[config.mk]
export PLATFORM = sky130hd
export DESIGN_NAME = tmr_irq_status
export DESIGN_NICKNAME = d
export VERILOG_FILES = /design/src/rtl/tmr_irq_pkg.sv /design/src/rtl/tmr_irq_src.sv /design/src/rtl/tmr_irq_regs.sv /design/src/rtl/tmr_irq_status.sv
export SDC_FILE = /design/constraint.sdc
export NUM_CORES = 1
export LEC_CHECK = 0
export BUFFER_PORTS_ARGS = -buffer_cell sky130_fd_sc_hd__buf_2
export CAP_MARGIN = 10
export CORE_MARGIN = 2
export CORE_UTILIZATION = 30
export DETAILED_ROUTE_END_ITERATION = 12
export PLACE_DENSITY = 0.7
export SLEW_MARGIN = 20
export SYNTH_ARGS = -nofsm -noshare
export SYNTH_HDL_FRONTEND = slang
export SYNTH_HIERARCHICAL = 1
export SYNTH_SLANG_ARGS = --single-unit
[constraint.sdc]
create_clock -name clk_i -period 1.18 [get_ports clk_i]
set_input_delay 0.236 -clock clk_i [delete_from_list [all_inputs] [get_ports clk_i]]
set_output_delay 0.236 -clock clk_i [all_outputs]
set_load 0.1 [all_outputs]
[src/rtl/tmr_irq_pkg.sv]
package tmr_irq_pkg;
  localparam int unsigned REG_AW = 2;

  typedef enum logic [REG_AW-1:0] {
    SEL_RAW    = 2'd0,
    SEL_MASK   = 2'd1,
    SEL_MASKED = 2'd2,
    SEL_CLEAR  = 2'd3
  } reg_sel_e;

  // how the per-source option input gates the set path
  typedef enum logic {
    GATE_OPT_OUT = 1'b0,  // sets unless option high
    GATE_OPT_IN  = 1'b1   // sets only while option high
  } gate_kind_e;
endpackage

[src/rtl/tmr_irq_src.sv]
module tmr_irq_src
  import tmr_irq_pkg::*;
#(
  parameter gate_kind_e KIND = GATE_OPT_OUT
) (
  input  logic clk_i,
  input  logic rst_ni,
  input  logic evt_i,
  input  logic opt_i,
  input  logic clr_i,
  output logic raw_o
);
  logic set_ok;
  logic raw_q;

  generate
    if (KIND == GATE_OPT_OUT) begin : g_opt_out
      assign set_ok = evt_i & ~opt_i;
    end else begin : g_opt_in
      assign set_ok = evt_i & opt_i;
    end
  endgenerate

  // set has priority over a same-cycle clear
  always_ff @(posedge clk_i or negedge rst_ni) begin
    if (!rst_ni)      raw_q <= 1'b0;
    else if (set_ok)  raw_q <= 1'b1;
    else if (clr_i)   raw_q <= 1'b0;
  end

  assign raw_o = raw_q;
endmodule

[src/rtl/tmr_irq_regs.sv]
module tmr_irq_regs
  import tmr_irq_pkg::*;
#(
  parameter int unsigned NSRC   = 4,
  parameter int unsigned DATA_W = 32
) (
  input  logic              clk_i,
  input  logic              rst_ni,
  input  logic              we_i,
  input  logic [REG_AW-1:0] addr_i,
  input  logic [DATA_W-1:0] wdata_i,
  input  logic [NSRC-1:0]   raw_i,
  output logic [NSRC-1:0]   clr_o,
  output logic [NSRC-1:0]   mask_o,
  output logic [NSRC-1:0]   masked_o,
  output logic [DATA_W-1:0] rdata_o
);
  reg_sel_e        sel;
  logic [NSRC-1:0] mask_q;
  logic [NSRC-1:0] wr_bits;

  assign sel     = reg_sel_e'(addr_i);
  assign wr_bits = wdata_i[NSRC-1:0];

  generate
    if (DATA_W > NSRC) begin : g_hi
      logic unused_wdata_hi;
      assign unused_wdata_hi = ^wdata_i[DATA_W-1:NSRC];
    end
  endgenerate

  always_ff @(posedge clk_i or negedge rst_ni) begin
    if (!rst_ni)                        mask_q <= '0;
    else if (we_i && sel == SEL_MASK)   mask_q <= wr_bits;
  end

  assign clr_o    = (we_i && sel == SEL_CLEAR) ? wr_bits : '0;
  assign mask_o   = mask_q;
  assign masked_o = raw_i & mask_q;

  always_comb begin
    rdata_o = '0;
    unique case (sel)
      SEL_RAW:    rdata_o[NSRC-1:0] = raw_i;
      SEL_MASK:   rdata_o[NSRC-1:0] = mask_q;
      SEL_MASKED: rdata_o[NSRC-1:0] = raw_i & mask_q;
      SEL_CLEAR:  rdata_o = '0;
      default:    rdata_o = '0;
    endcase
  end
endmodule

[src/rtl/tmr_irq_status.sv]
module tmr_irq_status
  import tmr_irq_pkg::*;
#(
  parameter int unsigned N_CH   = 2,
  parameter int unsigned DATA_W = 32
) (
  input  logic              clk_i,
  input  logic              rst_ni,
  input  logic [N_CH-1:0]   to_evt_i,
  input  logic [N_CH-1:0]   mt_evt_i,
  input  logic [N_CH-1:0]   to_irq_dis_i,
  input  logic [N_CH-1:0]   mt_irq_en_i,
  input  logic              reg_we_i,
  input  logic [REG_AW-1:0] reg_addr_i,
  input  logic [DATA_W-1:0] reg_wdata_i,
  output logic [DATA_W-1:0] reg_rdata_o,
  output logic              irq_o
);
  localparam int unsigned NSRC = 2 * N_CH;

  logic [NSRC-1:0] raw_q;
  logic [NSRC-1:0] clr_bits;
  logic [NSRC-1:0] mask_q;
  logic [NSRC-1:0] masked;

  generate
    for (genvar c = 0; c < N_CH; c++) begin : g_ch
      tmr_irq_src #(.KIND(GATE_OPT_OUT)) u_to (
        .clk_i (clk_i),
        .rst_ni(rst_ni),
        .evt_i (to_evt_i[c]),
        .opt_i (to_irq_dis_i[c]),
        .clr_i (clr_bits[2*c]),
        .raw_o (raw_q[2*c])
      );
      tmr_irq_src #(.KIND(GATE_OPT_IN)) u_mt (
        .clk_i (clk_i),
        .rst_ni(rst_ni),
        .evt_i (mt_evt_i[c]),
        .opt_i (mt_irq_en_i[c]),
        .clr_i (clr_bits[2*c+1]),
        .raw_o (raw_q[2*c+1])
      );
    end
  endgenerate

  tmr_irq_regs #(.NSRC(NSRC), .DATA_W(DATA_W)) u_regs (
    .clk_i   (clk_i),
    .rst_ni  (rst_ni),
    .we_i    (reg_we_i),
    .addr_i  (reg_addr_i),
    .wdata_i (reg_wdata_i),
    .raw_i   (raw_q),
    .clr_o   (clr_bits),
    .mask_o  (mask_q),
    .masked_o(masked),
    .rdata_o (reg_rdata_o)
  );

  assign irq_o = |masked;
endmodule

==> results of run 1 <==
-- synthesized netlist by cell type (2+ instances only) --
master / instances
inv_1: 8
mux2_4: 4
o2bb2ai_1: 2
o22ai_2: 2
mux2i_1: 2
nand2_1: 3
and2_1: 8
o21ai_2: 2
dfrtp_1: 8
buf_4: 28
-- final cells by class --
| cell class | count | area (µm²) |
|---|---|---|
| fillers | 210 | 1150 |
| well taps | 28 | 35.0 |
| multi-input cells | 59 | 482 |
| clock buffers | 3 | 22.5 |
| repair buffers | 37 | 314 |
| inverters | 8 | 30.0 |
| flip-flops and latches | 8 | 200 |
-- sequential cells by signal, summed over array words and instances, names as in the netlist --
signal	flops
g_ch.u_mt/raw_o	2
u_regs/mask_o	4
g_ch.u_to/raw_o	2
-- what timing repair did --
action                     4_1_cts  5_1_grt
resized for setup               15        3
cloned                           0        0
hold buffers                     1        0
buffers inserted                 5        6
pin swaps                        9        7
hold endpoints to repair         8        0
setup endpoints to repair        5        5
-- through the flow --
step	hold slack, ns	power [mW]	setup TNS, ns	instance area, µm²
after floorplan	-0.0596	1.21	-0.503	875
after global placement	0.0799	1.38	-0.658	962
after detailed placement	0.0788	1.40	-0.740	962
after CTS	0.167	1.70	-1.78	1080
after global routing	0.176	1.76	-1.90	1080
final	0.176	1.69	-1.70	1080
-- how the worst max path moves through the flow --
stage	from	to	slack [ns]	depth (start not counted)
after CTS	g_ch[0].u_mt/raw_o	irq_o	-0.56	3
after detailed placement	g_ch[0].u_to/raw_o	irq_o	-0.42	3
after global placement	g_ch[0].u_to/raw_o	irq_o	-0.37	3
final	u_regs/mask_o[0]	irq_o	-0.58	3
after floorplan	g_ch[0].u_to/raw_o	irq_o	-0.27	2
after global routing	u_regs/mask_o[0]	irq_o	-0.62	3
-- report_power, final --
group	internal, mW	switching (mW)
sequential	0.313	0.0223
combinational	0.369	0.785
clock	0.116	0.0826
-- cell usage in the layout (no fill, tap or decap), types with 3 or more instances in the layout --
cell type	count
buf_2	16
clkbuf_4	3
buf_4	12
and2_1	6
buf_12	5
conb_1	28
mux2_4	4
dfrtp_1	8
inv_1	8
buf_6	3
-- kinds of logic after synthesis --
kind of cell           count (synthesis)  synth area share
other                                  1           0.00526
flip-flops                             8             0.281
AND/OR/NAND/NOR                       16             0.151
AO/OA/AOI/OAI                          9             0.114
buffers and inverters                 36             0.337
multiplexers                           6             0.112
-- critical path, cell delays in order (launching register included) --
cell     delay [ns]
dfrtp_1        0.39
and2_1         0.17
or4_4          0.52
buf_12         0.18
-- routing by layer --
layer  track usage  wire length, µm  share of wire
met5             0                0              0
met2         0.225              835           0.56
met3        0.0343              113          0.076
met1         0.124              499           0.33
met4         0.111               47          0.031
==> metrics.yaml, run 1 <==
synthesis:
  synth_top_area_cells: "buf_4, dfrtp_1, mux2_4"
  synthDistinctLibCells: 19
  synth_seq_cells: 8
  synthDominantCellAreaShare: 0.295
  synth_top_cell_by_area: "buf_4"
  synth-edff-count: 0
  yosysSeqAreaShare: 0.281
  synth_cells: 76
  synthesis.area_per_instance_um2: 9.38
  synthArstFlopShare: 1.00
  synth-main-ff-cell: "dfrtp_1"
  post_synth_instance_area_um2: 713
  ys.warnings.count: 6
sta:
  rsz_0062_raised_after_global_routing: "true"
  min_period_ns: 1.76
  min_period_over_period: 1.49
  maxClockFrequency_ghz: 0.568
  finalClockSkew_ns: 0
  setup_viol: 5
  drv_slew: 0
  setup_slack_ns: -0.580
  fin_hold_viols: 0
clock_tree:
  bufs_on_longest_clock_path: 2
  numClockSinks: 8
  clock_tree.root_cell: "clkbuf_4"
  cts-buffers-inserted: 3
  cts_htree_levels: 1
  tritoncts_clock_tree: "built"
  clk_pin_slew_worst_paths_ns: 0.05
  clk-insertion-delay-late_ns: 0.25
detailed_routing:
  dr_total_vias: 546
  wl_per_cell_um: 10.5
  via_per_instance_ratio: 3.82
  drc: 0
  drt-initial-drc-count: 1
  antenna_violating_nets_post_route: 0
  drt_first_pass_iters: 2
  drt_wl_total_um: 1500
die:
  dieWidth_um: 52.8
  dieHeight_um: 52.8
  rows: 17
  fp.dieArea_um2: 2780
  core_area_um2: 2230
  top_level_ports: 78
  floorplan.initialDensity: 0.319
worst_setup_path:
  reg2reg_slack_ns: 0.21
  r2r_end: "g_ch[0].u_mt/raw_o"
  cp-end-kind: "output port"
  arrival_ns: 1.52
  timing.critical_path.required_ns: 0.94
  crit_type: "reg -> out"
  critPathMaxFanout: 2
  startpoint_type: "register"
  r2r_start: "g_ch[0].u_mt/raw_o"
  worst-r2r-cell-count: 5
global_route:
  largest_net_degree_at_the_start_of_global_routing: 9
  grt.overflow.total: 0
  gr-usage-all-layers: 0.129
  antenna_violations_before_repair: 0
  first_global_vias: 551
  wire_length_of_the_first_global_routing_pass_um: 2390
min_path:
  hold_path_end: "g_ch[0].u_to/raw_o"
  hp-start: "to_irq_dis_i[0]"
  timing.hold.worst.class: "in -> reg"
  min_delay_path_depth: 2
job:
  max_cap_violations: 0
place:
  hpwlAfterDp_um: 1200
  place_worst_setup_slack_ns: -0.416
  place_congestion: 0.696
  port-buffer-count: 21
  placed_cells_incl_taps: 137
finish:
  antenna_cells: 0
  post_route_cells_drive_above_1_share: 0.539
  instances_no_fill: 143
  finalNetCount: 162
  syn_to_layout_area_delta_pct: 51.9
  final_core_utilization: 0.485
power:
  power.leakage_nw: 0.589
  max-vdd-ir-drop_uv: 802
  p_per_area_nw_per_um2: 1560
run_status:
  outcome: "finished with violations"
  failed_checks: "negative setup slack"
(Power assumes the default switching activity.)
==> inputs of run 2 (changes only) <==
clock period = 1.6 ns   (was 1.18 ns; I/O delays follow)
==> run 2 against run 1 <==
Effect of this change:
- the flow still finishes with violations (negative setup slack)
- wire length shrank 9.0%
- global-route usage shrank 1.5 points
- sequential power shrank 27%
- die area is the same
- sequential cell count is the same
- sequential share of layout area grew 2.1 points
- register-to-register slack gained 0.42 ns
- critical endpoint unchanged
==> metrics.yaml, run 2 (same netlist as run 1, synthesis figures left out) <==
run_status:
  outcome: "finished with violations"
  failed_checks: "negative setup slack"
clock_tree:
  cts-buffers-inserted: 3
  tritoncts_clock_tree: "built"
  clk-insertion-delay-late_ns: 0.24
  clock_tree.root_cell: "clkbuf_4"
  clk_pin_slew_worst_paths_ns: 0.06
  cts_htree_levels: 1
  bufs_on_longest_clock_path: 2
  numClockSinks: 8
global_route:
  largest_net_degree_at_the_start_of_global_routing: 9
  gr-usage-all-layers: 0.115
  wire_length_of_the_first_global_routing_pass_um: 2280
  first_global_vias: 536
  grt.overflow.total: 0
  antenna_violations_before_repair: 0
sta:
  min_period_ns: 1.83
  finalClockSkew_ns: 0
  tns_ns: -0.363
  min_period_over_period: 1.14
  setup_viol: 2
  maxClockFrequency_ghz: 0.547
  drv_slew: 0
  fin_hold_viols: 0
  rsz_0062_raised_after_global_routing: "true"
  setup_slack_ns: -0.227
  whs_ns: 0.250
power:
  power.leakage_nw: 0.556
  p_per_area_nw_per_um2: 1220
  totalPowerFinal_mw: 1.19
  max-vdd-ir-drop_uv: 638
place:
  place_congestion: 0.777
  port-buffer-count: 21
  placed_cell_area_um2: 896
  placed_cells_incl_taps: 133
  hpwlAfterDp_um: 1100
  place_worst_setup_slack_ns: -0.0666
finish:
  largest_register_ffs: 4
  commonest_non_fill_non_tap_cell_in_the_layout: "conb_1"
  fillCellCount: 219
  mostFrequentLayoutCells: "conb_1, buf_2, buf_4"
  final_core_utilization: 0.436
  antenna_cells: 0
  finalNetCount: 157
  layout.cell_area.non_filler_um2: 975
  syn_to_layout_area_delta_pct: 36.7
  post_route_cells_drive_above_1_share: 0.500
  instances_no_fill: 138
worst_setup_path:
  arrival_ns: 1.51
  critical_path.startpoint: "u_regs/mask_o[0]"
  r2r_end: "u_regs/mask_o[0]"
  endpoint: "irq_o"
  startpoint_type: "register"
  worst_path_max_delay_cell: "or4_4"
  cp-end-kind: "output port"
  r2r_start: "u_regs/mask_o[0]"
  max_stage_delay_ns: 0.54
  critPathMaxFanout: 2
  crit_chain: "and2_1 -> or4_4 -> buf_12"
  reg2reg_slack_ns: 0.63
  timing.critical_path.required_ns: 1.28
  crit_type: "reg -> out"
  worst-r2r-cell-count: 3
die:
  dieWidth_um: 52.8
  fp.dieArea_um2: 2780
  floorplan.initialDensity: 0.319
  top_level_ports: 78
  core_area_um2: 2230
  rows: 17
  dieHeight_um: 52.8
detailed_routing:
  antenna_violating_nets_post_route: 0
  drt_wl_total_um: 1360
  drt-initial-drc-count: 2
  drt_first_pass_iters: 3
  via_per_instance_ratio: 3.93
  wl_per_cell_um: 9.86
  drc: 0
  dr_total_vias: 542
job:
  max_cap_violations: 0
min_path:
  timing.hold.worst.class: "in -> reg"
run 2: cell count changes in the layout (fill, tap and decap cells not counted), sizes merged:
cell | before | now
buf | 36 | 31
run 2: worst max-delay path: cells and delay by family, from the launching register on:
kind / cells / cell delay [ns]
flip-flops: 1 / 0.37
buffers and inverters: 1 / 0.18
AND/OR/NAND/NOR: 2 / 0.70
run 2: worst min-delay path by stage:
stage / endpoint / depth (start not counted) / slack [ns] / start
floorplan: g_ch[0].u_mt/raw_o / 0 / 0.02 / rst_ni
global placement: g_ch[0].u_mt/raw_o / 1 / 0.17 / rst_ni
detailed placement: g_ch[1].u_mt/raw_o / 1 / 0.18 / rst_ni
CTS: g_ch[0].u_to/raw_o / 2 / 0.24 / to_irq_dis_i[0]
global route: g_ch[0].u_to/raw_o / 2 / 0.24 / to_irq_dis_i[0]
finish: g_ch[0].u_to/raw_o / 2 / 0.25 / to_irq_dis_i[0]
run 2: final cells by class:
class / count / area (µm²) / area share
clock buffer: 3 / 22.5 / 0.0231
multi-input combinational: 59 / 418 / 0.429
tap: 28 / 35.0 / 0.0359
timing repair buffer: 32 / 269 / 0.276
sequential: 8 / 200 / 0.205
inverter: 8 / 30.0 / 0.0308
run 2: timing repair:
item,CTS,global route
endpoints found under the hold margin,8,0
pin swaps,2,1
cloned,0,0
setup endpoints to repair,2,4
gates resized for setup,6,4
hold buffers,1,0
setup buffers,1,1
run 2: power by group:
part	switching, mW	total [mW]	leakage [nW]	internal (mW)
logic	0.554	0.791	0.456	0.237
registers	0.0142	0.245	0.0862	0.231
clock network	0.0656	0.151	0.0138	0.0856
run 2: per-layer routing:
metal  track usage  routed length [µm]  up-vias  share of wire
met2         0.210                 751       34           0.55
met3        0.0171                  86        0          0.063
li1              -                   -      261              -
met4        0.0641                   0        0              0
met1         0.123                 522      247           0.38
met5             0                   0        -              0
